<file path="src/rtl/otp_wiper_pkg.sv">
package otp_wiper_pkg;

    typedef enum logic [1:0] {
        ST_BLANK  = 2'd0,
        ST_BURN   = 2'd1,
        ST_FUSED  = 2'd2,
        ST_FAILED = 2'd3
    } commit_state_e;

    localparam logic [1:0] VAL_NONE = 2'b00;
    localparam logic [1:0] VAL_GOOD = 2'b11;
    localparam logic [1:0] VAL_BAD  = 2'b10;

endpackage

</file>
<file path="src/rtl/otp_commit_fsm.sv">
module otp_commit_fsm
    import otp_wiper_pkg::*;
#(
    parameter int BUSY_CYCLES = 40_000_000
) (
    input  logic       clk,
    input  logic       rst_n,
    input  logic       start,
    input  logic       por,
    input  logic       fuse_ok,
    output logic       busy,
    output logic       prog_open,
    output logic       fuse_set,
    output logic [1:0] val_bits
);
    localparam int CW = (BUSY_CYCLES > 1) ? $clog2(BUSY_CYCLES) : 1;

    commit_state_e state_q, state_d;
    logic [CW-1:0] cnt_q;
    logic          last;

    assign last = (state_q == ST_BURN) && (cnt_q == '0);

    // next state
    always_comb begin
        state_d = state_q;
        unique case (state_q)
            ST_BLANK:  if (start) state_d = ST_BURN;
            ST_BURN: begin
                if (por)       state_d = ST_FAILED;
                else if (last) state_d = fuse_ok ? ST_FUSED : ST_FAILED;
            end
            ST_FUSED:  state_d = ST_FUSED;
            ST_FAILED: state_d = ST_FAILED;
        endcase
    end

    // state register and busy-interval counter
    always_ff @(posedge clk or negedge rst_n) begin
        if (!rst_n) begin
            state_q <= ST_BLANK;
            cnt_q   <= CW'(BUSY_CYCLES - 1);
        end else begin
            state_q <= state_d;
            if (state_q != ST_BURN) cnt_q <= CW'(BUSY_CYCLES - 1);
            else                    cnt_q <= cnt_q - 1'b1;
        end
    end

    // outputs
    always_comb begin
        busy      = 1'b0;
        prog_open = 1'b0;
        val_bits  = VAL_NONE;
        fuse_set  = last && fuse_ok && !por;
        unique case (state_q)
            ST_BLANK:  prog_open = 1'b1;
            ST_BURN:   busy      = 1'b1;
            ST_FUSED:  val_bits  = VAL_GOOD;
            ST_FAILED: val_bits  = VAL_BAD;
        endcase
    end

endmodule

</file>
<file path="src/rtl/otp_fuse_bank.sv">
module otp_fuse_bank #(
    parameter int W        = 8,
    parameter int CHANNELS = 2
) (
    input  logic                  clk,
    input  logic                  rst_n,
    input  logic                  set,
    input  logic [CHANNELS*W-1:0] din,
    output logic [CHANNELS*W-1:0] dout,
    output logic                  blown
);
    // write-once: the first set wins, later ones are ignored
    always_ff @(posedge clk or negedge rst_n) begin
        if (!rst_n) begin
            dout  <= '0;
            blown <= 1'b0;
        end else if (set && !blown) begin
            dout  <= din;
            blown <= 1'b1;
        end
    end

endmodule

</file>
<file path="src/rtl/otp_wiper_reg.sv">
module otp_wiper_reg #(
    parameter int W = 8
) (
    input  logic         clk,
    input  logic         rst_n,
    input  logic         por,
    input  logic         use_fuse,
    input  logic [W-1:0] fuse_val,
    input  logic         wr_en,
    input  logic [W-1:0] wr_data,
    output logic [W-1:0] q
);
    localparam logic [W-1:0] MID = {1'b1, {(W-1){1'b0}}};

    always_ff @(posedge clk or negedge rst_n) begin
        if (!rst_n)     q <= MID;
        else if (por)   q <= use_fuse ? fuse_val : MID;
        else if (wr_en) q <= wr_data;
    end

endmodule

</file>
<file path="src/rtl/otp_wiper_ctrl.sv">
module otp_wiper_ctrl #(
    parameter int W           = 8,
    parameter int CHANNELS    = 2,
    parameter int BUSY_CYCLES = 40_000_000,
    localparam int CH_W       = (CHANNELS > 1) ? $clog2(CHANNELS) : 1
) (
    input  logic                  clk,
    input  logic                  rst_n,
    input  logic                  power_on_reset,
    input  logic                  cmd_valid,
    input  logic                  cmd_write,
    input  logic                  cmd_prog,
    input  logic [CH_W-1:0]       cmd_chan,
    input  logic [W-1:0]          cmd_data,
    input  logic                  fuse_ok,
    output logic [CHANNELS*W-1:0] wiper_out,
    output logic                  rd_valid,
    output logic [W-1:0]          rd_data,
    output logic                  busy,
    output logic                  cmd_err,
    output logic [1:0]            val_bits
);
    logic                  wr_ok, start, prog_open, fuse_set, fuse_blown;
    logic [CHANNELS*W-1:0] fuse_q;
    logic [W-1:0]          wiper_q [CHANNELS];

    assign wr_ok = cmd_valid && cmd_write && !busy && !power_on_reset;
    assign start = wr_ok && cmd_prog && prog_open;

    otp_commit_fsm #(.BUSY_CYCLES(BUSY_CYCLES)) u_fsm (
        .clk      (clk),
        .rst_n    (rst_n),
        .start    (start),
        .por      (power_on_reset),
        .fuse_ok  (fuse_ok),
        .busy     (busy),
        .prog_open(prog_open),
        .fuse_set (fuse_set),
        .val_bits (val_bits)
    );

    otp_fuse_bank #(.W(W), .CHANNELS(CHANNELS)) u_fuse (
        .clk  (clk),
        .rst_n(rst_n),
        .set  (fuse_set),
        .din  (wiper_out),
        .dout (fuse_q),
        .blown(fuse_blown)
    );

    for (genvar c = 0; c < CHANNELS; c++) begin : g_ch
        otp_wiper_reg #(.W(W)) u_wiper (
            .clk     (clk),
            .rst_n   (rst_n),
            .por     (power_on_reset),
            .use_fuse(fuse_blown),
            .fuse_val(fuse_q[c*W +: W]),
            .wr_en   (wr_ok && (cmd_chan == CH_W'(c))),
            .wr_data (cmd_data),
            .q       (wiper_q[c])
        );
        assign wiper_out[c*W +: W] = wiper_q[c];
    end

    always_ff @(posedge clk or negedge rst_n) begin
        if (!rst_n) begin
            rd_valid <= 1'b0;
            rd_data  <= '0;
            cmd_err  <= 1'b0;
        end else begin
            rd_valid <= cmd_valid && !cmd_write && !power_on_reset;
            rd_data  <= wiper_q[cmd_chan];
            cmd_err  <= cmd_valid && cmd_write && busy && !power_on_reset;
        end
    end

endmodule

</file>
<file path="config.mk">
export PLATFORM = sky130hd
export DESIGN_NAME = otp_wiper_ctrl
export DESIGN_NICKNAME = d
export VERILOG_FILES = /design/src/rtl/otp_wiper_pkg.sv /design/src/rtl/otp_commit_fsm.sv /design/src/rtl/otp_fuse_bank.sv /design/src/rtl/otp_wiper_reg.sv /design/src/rtl/otp_wiper_ctrl.sv
export SDC_FILE = /design/constraint.sdc
export NUM_CORES = 1
export LEC_CHECK = 0
export ABC_AREA = 1
export CAP_MARGIN = 10
export CORE_MARGIN = 10
export CORE_UTILIZATION = 57
export CTS_BUF_LIST = sky130_fd_sc_hd__clkbuf_8
export DETAILED_ROUTE_END_ITERATION = 6
export PLACE_DENSITY = 0.82
export SLEW_MARGIN = 20
export SYNTH_ARGS = -nofsm -noshare
export SYNTH_HDL_FRONTEND = slang
export SYNTH_SLANG_ARGS = --single-unit
</file>
<file path="constraint.sdc">
create_clock -name clk -period 1.98 [get_ports clk]
set_input_delay 0.396 -clock clk [delete_from_list [all_inputs] [get_ports clk]]
set_output_delay 0.396 -clock clk [all_outputs]
set_load 0.01 [all_outputs]
</file>
=== After elaboration in Yosys (flattened, before gate mapping) ===
Cells that the tools add are included.
W data, S select, Z words.

* Register bits after elaboration: 71
* Input bits: 16
* Output and inout port bits: 29
* Logic and storage cells: 61

* Add/sub/neg operators: 1
* $lt $le $gt $ge: 1
* Equality and inequality tests: 6
* Mux-type cells: 18
* Bitwise logic cells: 2
* Reduce and logical (&&, ||, !) cells: 24

{| class="wikitable"
|+ Operator list
! cell !! count
|-
| $mux W8 || 9
|-
| $logic_not A26 Y1 || 1
|-
| $mux W26 || 1
|-
| $sub A26 B1 Y26 const B || 1
|-
| $logic_and A1 B1 Y1 || 15
|-
| $pmux W2 S4 || 1
|-
| $mux W2 || 3
|-
| $eq A2 B2 Y1 const B || 2
|-
| $logic_not A1 Y1 || 4
|-
| $pmux W2 S2 || 1
|-
| $reduce_bool A2 Y1 || 2
|-
| $mux W1 || 3
|-
| $ne A3 B2 Y1 const B || 1
|-
| $eq A2 B1 Y1 const B || 1
|-
| $ge A2 B2 Y1 const B || 1
|-
| $logic_not A2 Y1 || 1
|-
| $ne A2 B1 Y1 const B || 1
|-
| $ne A2 B2 Y1 const B || 1
|-
| $not A1 Y2 || 1
|-
| $reduce_and A2 Y1 || 1
|-
| $not A1 Y1 || 1
|}

=== Logic depth before layout (Yosys ltp) ===
Gate-level depths: netlist of the first run.

* Depth after elaboration: 9
* Mapped depth: 10
* Mapped depth without buffers: 10

=== Hierarchy ===
Synthesis of the first run repeated with hierarchy kept, for this count alone.

* Cell total of the unflattened synthesis: 469
* Area, all modules: 3,623.5 um^2

{| class="wikitable"
|+ By module, submodules not included
! module !! times used !! cells each !! area an instance (um^2) !! sequential area each (um^2)
|-
| otp_commit_fsm || 1 || 222 || 1,620.3 || 720.7
|-
| otp_wiper_reg || 2 || 63 || 434.2 || 201.4
|-
| otp_fuse_bank || 1 || 72 || 718.2 || 425.4
|-
| otp_wiper_ctrl || 1 || 49 || 416.6 || 250.2
|}

=== Worst setup path before layout of the first run ===
OpenSTA, ideal clock, no wires.

* Path kind: register -> register
* From: reg u_fsm.cnt_q[0]
* To: reg u_fuse.dout[4]
* Library setup time: 0.117 ns
* Data arrival time: 1.438 ns
* Required time: 1.863 ns
* Path slack: 0.425 ns
* Stages on the path, launching flop included: 11
* Path buffers: 1
* Clock period less this slack: 1.555 ns
* Cell sequence: dfstp_2 inv_1 ha_1 nand2_2 nor2_4 nand2_4 nor2_8 nand3_4 buf_6 nand2_1 nand2_1

* Longest elaborated chain between the ends: 5

{| class="wikitable"
|+ Ends and longest elaborated chain
! element !! line !! RTL
|-
| from (decl) || otp_commit_fsm.sv:19 || <nowiki>logic [CW-1:0] cnt_q;</nowiki>
|-
| from (signal assigned) || otp_commit_fsm.sv:42 || <nowiki>cnt_q <= CW'(BUSY_CYCLES - 1);</nowiki>
|-
| from (signal assigned) || otp_commit_fsm.sv:45 || <nowiki>if (state_q != ST_BURN) cnt_q <= CW'(BUSY_CYCLES - 1);</nowiki>
|-
| from (signal assigned) || otp_commit_fsm.sv:46 || <nowiki>else cnt_q <= cnt_q - 1'b1;</nowiki>
|-
| $logic_not A26 Y1 || otp_commit_fsm.sv:22 || <nowiki>assign last = (state_q == ST_BURN) && (cnt_q == '0);</nowiki>
|-
| $logic_and A1 B1 Y1 || otp_commit_fsm.sv:22 ||
|-
| $logic_and A1 B1 Y1 (2 in series) || otp_commit_fsm.sv:55 || <nowiki>fuse_set = last && fuse_ok && !por;</nowiki>
|-
| $logic_and A1 B1 Y1 || otp_fuse_bank.sv:17 || <nowiki>end else if (set && !blown) begin</nowiki>
|-
| to (signal assigned) || otp_fuse_bank.sv:18 || <nowiki>dout <= din;</nowiki>
|-
| to (decl) || otp_fuse_bank.sv:9 || <nowiki>output logic [CHANNELS*W-1:0] dout,</nowiki>
|}

Every way passes these cells.
A chain may end at the register's enable or synchronous reset.

=== Final worst setup path of the first run ===
* From: reg u_fsm.state_q[1]
* To: out val_bits[0]

* Longest elaborated chain between the ends: 2
* Elaborated cells on any way between the ends: 3
* Those cells by class: eq/ne (2); mux (1)

{| class="wikitable"
|+ Ends and longest elaborated chain
! element !! line !! RTL
|-
| from (decl) || otp_commit_fsm.sv:18 || <nowiki>commit_state_e state_q, state_d;</nowiki>
|-
| from (signal assigned) || otp_commit_fsm.sv:44 || <nowiki>state_q <= state_d;</nowiki>
|-
| $eq A2 B2 Y1 || otp_commit_fsm.sv:56 || <nowiki>unique case (state_q)</nowiki>
|-
| $pmux W2 S2 (*) || otp_commit_fsm.sv:56 ||
|-
| to (decl) || otp_wiper_ctrl.sv:21 || <nowiki>output logic [1:0] val_bits</nowiki>
|}

Mark *: on every way between the ends. The rest lies on a longest branch, timed or not.

==> results of run 1 <==
## flip-flops by register name (all words and copies together) (netlist names)
register	cells
cmd_err	1
u_fuse.dout	16
rd_valid	1
u_fsm.state_q	2
u_fsm.cnt_q	26
u_fuse.blown	1
g_ch.u_wiper.q	16
rd_data	8
## stage by stage
step	total power (W)	cell area, µm²	hold WS (ns)
final	0.00321	4190	0.0599
after global routing	0.00332	4190	0.0859
after CTS	0.00322	4190	0.0781
after detailed placement	0.00190	3960	0.441
after global placement	0.00189	3960	0.439
after floorplan	0.00168	3390	0.100
## final cells by class
cell class	instances	area (µm²)	area share, %
Sequential cell	71	1800	42.9
Clock inverter	3	65.1	1.55
Clock buffer	12	165	3.94
Tap cell	75	93.8	2.24
Timing Repair Buffer	56	549	13.1
Multi-Input combinational cell	280	1380	32.9
Inverter	37	139	3.31
## routing by layer
metal / vias to the layer above / GRT usage, %
li1: 1422 / -
met1: 1412 / 22.1
met2: 133 / 28.9
met3: 19 / 4.69
met4: 0 / 8.40
met5: - / 0
## worst max-delay path, cell delays in order, from the launching register on
cell	delay, ns
dfrtp_1	0.40
inv_2	0.06
nor2_1	0.12
clkdlybuf4s50_1	0.56
## final timing paths
check | depth (start not counted) | startpoint | slack [ns] | end
max in group asynchronous | 2 | rst_n | 1.58 | u_fsm.cnt_q[8]
worst min-delay path | 2 | rst_n | 0.06 | u_fsm.cnt_q[23]
min in group clk | 1 | u_fsm.cnt_q[0] | 0.46 | u_fsm.cnt_q[0]
worst max register to register | 9 | u_fsm.cnt_q[0] | 0.24 | u_fuse.dout[15]
worst min register to register | 1 | u_fsm.cnt_q[0] | 0.46 | u_fsm.cnt_q[0]
worst max-delay path | 3 | u_fsm.state_q[1] | 0.10 | val_bits[0]
## cells by family (layout without fill, tap and decap cells)
kind of cell | Yosys count | after routing
xor+xnor | 6 | 6
fa+ha+maj | 1 | 1
simple gates | 228 | 228
buf+inv | 53 | 108
compound gates | 45 | 45
flops | 71 | 71
## power groups by stage
stage,registers [W],clock network (W),logic (W)
after floorplan,0.00160,0,0.0000808
after global placement,0.00158,0,0.000313
after detailed placement,0.00158,0,0.000321
after CTS,0.00156,0.00134,0.000323
after global routing,0.00156,0.00141,0.000347
final,0.00156,0.00133,0.000318
## repair_timing
| item | 4_1_cts | 5_1_grt |
|---|---|---|
| setup endpoints to repair | 1 | 0 |
| setup buffers | 0 | 0 |
| gates resized for setup | 1 | 0 |
## placed cells by master (no fill, tap or decap)
cell	instances
a21oi_1	7
and2_1	1
o21bai_1	1
clkinv_2	1
or2_2	2
clkdlybuf4s50_1	42
o211ai_1	1
o21ai_2	1
nor2_4	4
nand3_2	1
inv_1	35
nor2_8	1
buf_2	1
o221ai_1	2
dfstp_2	18
nor3_1	3
dfrtp_1	53
bufinv_16	2
inv_2	2
nand3_1	32
xor2_1	6
clkbuf_8	12
nor2_2	5
ha_1	1
nand2_2	3
nor2_1	54
nand4_1	20
o21ai_0	19
nand2_1	99
nand2_4	1
nor3b_1	1
nand3_4	1
a31oi_1	14
buf_4	10
buf_12	2
dlygate4sd2_1	1
==> flow_summary.toml, run 1 <==
[synthesis]
synth_adder_area_share_pct = 0.369
synth_flop_cell = "dfrtp_1"
synth_commonest_cells = "99 x nand2_1, 54 x nor2_1, 53 x dfrtp_1"
synth-simple-area-share_pct = 31.1
synth_nets = 421
synth_enable_flop_cells = 0
yosysWarningCount = 0
synthArstFlopShare_pct = 100
synth_area_leaders = "dfrtp_1 39%, dfstp_2 14%, nand2_1 11%, nor2_1 6.0%, nand3_1 4.7%"
synth.largest_area_cell = "dfrtp_1"
syn_avg_cell_area_um2 = 8.40
synth_top_family_by_area = "simple AND/OR/NAND/NOR gates"
yosysTopAreaCellShare_pct = 39.1
synth_most_common_cell = "nand2_1"
synth_area_mm2 = 0.00339
synth_mux_area_share_pct = 0
synth_compound_area_share_pct = 7.63
synth.distinct_cells = 33
synth_seq_area_share_pct = 53.0
synthCells = 404
yosys.area_share.xor_xnor_pct = 1.55
ys_ff_latch = 71

[routing]
vias_per_cell = 5.59
num_vias = 2986
drcViolationCount = 0
wire_per_inst_um = 15.9
top_layer = "met4"
dr.first_iter.drc_count = 246
firstDrtPassIters = 6
ant_nets = 0
met3_length_um = 629
wl_met2_um = 4140
drt_wl_total_um = 8500
wl_met1_um = 3560

[setup_path]
critPathMaxFanout = 3
required_ns = 1.58
critPathKind = "reg2out"
critPathLaunchType = "flip-flop"
arrival_ns = 1.48
setup.worst_path.end_class = "primary output"

[power]
leakagePower_nw = 1.96
comb_power_share_pct = 9.9
power.switching_w = 0.000733
p_clk_share_pct = 41.6
powerDensity_mw_per_mm2 = 766
power_switching_share_pct = 22.8
intPower_w = 0.00248
p_seq_share_pct = 48.5
irDropWorstVdd_uv = 430

[finish]
finalNetCount = 472
instances_no_fill = 534
diodes = 0
syn2layout_area_growth_pct = 23.5
fillers = 415
layout-drive-gt1-share_pct = 14.6
fin_util_pct = 71.6

[timing]
worst_pin_slew_ns = 0.650
fmax_ghz = 0.532
hold_viol_final = 0
setup_viol_count_final = 0
rsz0062_at_grt = "no"
slew_viol_final = 0
tns_ns = 0
fin_skew_ns = 0.0111
setup_ws_ns = 0.100
max-slew-margin-rel_pct = 56.6
timing.final.crit_period_ns = 1.88
finalCritPeriodShare_pct = 94.9

[floorplan]
die-height_um = 97.2
die-area_mm2 = 0.00944
io_pins = 45
die_w_um = 97.2
core-area_mm2 = 0.00585
rows = 28
start_util_pct = 58.0

[clocking]
numCtsBuffers = 9
hold_buffers = 0
path_clk_slew_ns = 0.08
cts_sinks = 71
clk_path_buf_depth = 2
cts_root_buffer = "clkbuf_8"
cts_tree = "built"
cts_max_level = 3
clk-insertion-delay-late_ns = 0.34

[grt]
grt_max_degree = 72
gr-total-overflow = 0
grt_pass1_wl_um = 14200
grt_pass1_vias = 2989
grt_antenna_before_repair = 0
grt_use_total_pct = 18.0

[placed_design]
dp.cells = 519
io_buffers = 44
place_ws_ns = 0.218
place_congestion = 0.892
dp.final_hpwl_um = 5760

[job]
drv_cap = 0

[hold_path]
hp-class = "in2async"

[outcome]
status = "finished clean"
(Power assumes the default switching activity.)
==> run 2: changes to the inputs <==
==> constraint.sdc (replaced) <==
create_clock -name clk -period 2.1 [get_ports clk]
set_input_delay 0.42 -clock clk [delete_from_list [all_inputs] [get_ports clk]]
set_output_delay 0.42 -clock clk [all_outputs]
set_load 0.01 [all_outputs]
==> run 2 against run 1 <==
Net effect: non-clock buffer count unchanged; final area about the same; sequential share of layout area about the same; cell count increased by 0.19%; count of clock-buffer cells in the layout decreased by 3; clock skew increased by 0.00068 ns; hold slack improved by 0.021 ns; via count decreased by 2.0%; sequential cell count unchanged; highest routed layer unchanged.
==> flow_summary.toml, run 2 (synthesis results as in run 1) <==
[floorplan]
die_w_um = 97.2
rows = 28
die-height_um = 97.2
start_util_pct = 58.0
io_pins = 45
core-area_mm2 = 0.00585
die-area_mm2 = 0.00944

[grt]
grt_use_total_pct = 17.1
grt_pass1_wl_um = 13400
gr-total-overflow = 0
grt_pass1_vias = 2813
grt_max_degree = 72
grt_antenna_before_repair = 0

[routing]
num_vias = 2927
drt_wl_total_um = 8100
drcViolationCount = 0
firstDrtPassIters = 5
dr.first_iter.drc_count = 249
ant_nets = 0
wire_per_inst_um = 15.1
vias_per_cell = 5.47

[timing]
fin_skew_ns = 0.0118
slew_viol_final = 0
hold_viol_final = 0
worst_pin_slew_ns = 0.494
max-slew-margin-rel_pct = 67.0
rsz0062_at_grt = "no"
tns_ns = 0
fmax_ghz = 0.494
finalCritPeriodShare_pct = 96.3
setup_viol_count_final = 0
timing.final.crit_period_ns = 2.02

[finish]
syn2layout_area_growth_pct = 23.4
finalNetCount = 472
reg.largest.list = "u_fsm.cnt_q: 26 flops, g_ch.u_wiper.q: 16 flops, u_fuse.dout: 16 flops"
final_cell_mix = "99 x nand2_1, 54 x nor2_1, 53 x dfrtp_1"
largest_reg_flops = 26
regMostFlops = "u_fsm.cnt_q"
final_common_cell = "nand2_1"
layout-drive-gt1-share_pct = 14.8
diodes = 0
fin_util_pct = 71.6

[clocking]
cts_sinks = 71
cts_tree = "built"
cts_max_level = 3
path_clk_slew_ns = 0.08
clk-insertion-delay-late_ns = 0.36
post_cts_buffers = 0
cts_root_buffer = "clkbuf_8"
clk_path_buf_depth = 2
numCtsBuffers = 9
cts_resized = 0
hold_buffers = 0

[setup_path]
critPathLaunchType = "flip-flop"
critPathKind = "reg2out"
setup.worst_path.end_class = "primary output"
critPathMaxFanout = 8
r2r_start = "u_fsm.cnt_q[0]"
max_stage_delay_ns = 0.54
reg2reg_slack_ns = 0.27
critPathSlowestCell = "clkdlybuf4s50_1"
crit_buf_inv = 3
arrival_ns = 1.60
required_ns = 1.68
r2r-end = "u_fuse.dout[15]"
cpLargestDelayFamily = "buffers and inverters"
path_cells = "inv_2, nand2_4, inv_1, clkdlybuf4s50_1"
reg2reg_depth = 9

[outcome]
status = "finished clean"

[power]
irDropWorstVdd_uv = 722
power_switching_share_pct = 24.7
p_clk_share_pct = 40.8
power.switching_w = 0.000737
comb_power_share_pct = 10.0
p_seq_share_pct = 49.2
powerDensity_mw_per_mm2 = 712
leakagePower_nw = 1.94
intPower_w = 0.00225

[placed_design]
dp.final_hpwl_um = 5660
place_congestion = 0.864
io_buffers = 44

[hold_path]
hp-class = "in2async"

[job]
drv_cap = 0
run 2: changes by cell type in the layout (fill, tap and decap cells not counted), sizes merged:
| cell | change |
|---|---|
| clkdlybuf4s50 | +1 |
| clkinvlp | +2 |
| dlygate4sd2 | -1 |
| clkinv | +2 |
| clkbuf | -3 |
run 2: power groups by stage:
stage / clock network (W) / registers (W) / logic (W)
6_report: 0.00122 / 0.00147 / 0.000298
5_1_grt: 0.00129 / 0.00147 / 0.000324
4_1_cts: 0.00124 / 0.00147 / 0.000303
3_5_place_dp: 0 / 0.00149 / 0.000302
3_3_place_gp: 0 / 0.00149 / 0.000295
2_1_floorplan: 0 / 0.00151 / 0.0000762
run 2: routing by layer:
metal / share of wire, % / up-vias / track usage (%)
li1: - / 1420 / -
met1: 45 / 1376 / 22.3
met2: 46 / 113 / 25.7
met3: 7.4 / 18 / 5.62
met4: 2.1 / 0 / 6.13
met5: 0 / - / 0
run 2: how the worst max path moves through the flow:
stage | from | to | cells after the start
6_report | u_fsm.state_q[1] | busy | 4
5_1_grt | u_fsm.state_q[1] | busy | 4
4_1_cts | u_fsm.state_q[1] | busy | 4
3_5_place_dp | cmd_chan | g_ch[1].u_wiper.q[7] | 5
3_3_place_gp | cmd_chan | g_ch[1].u_wiper.q[7] | 5
2_1_floorplan | u_fsm.cnt_q[0] | u_fuse.dout[4] | 10
run 2: cell type report:
type	instances	area (µm²)
multi-input cells	280	1380
flip-flops and latches	71	1800
fillers	422	1660
clock inverters	7	97.6
repair buffers	56	551
well taps	75	93.8
clock buffers	9	124
inverters	37	139
run 2: stage by stage:
stage / power (W) / instance area (µm²) / setup slack [ns] / std cells / hold slack, ns
6_report: 0.00298 / 4190 / 0.0767 / 535 / 0.0814
5_1_grt: 0.00309 / 4190 / 0.00784 / 535 / 0.0912
4_1_cts: 0.00301 / 4180 / 0.00319 / 535 / 0.0846
3_5_place_dp: 0.00179 / 3960 / 0.160 / 519 / 0.444
3_3_place_gp: 0.00179 / 3960 / 0.228 / 519 / 0.435
2_1_floorplan: 0.00158 / 3390 / 0.545 / 404 / 0.124
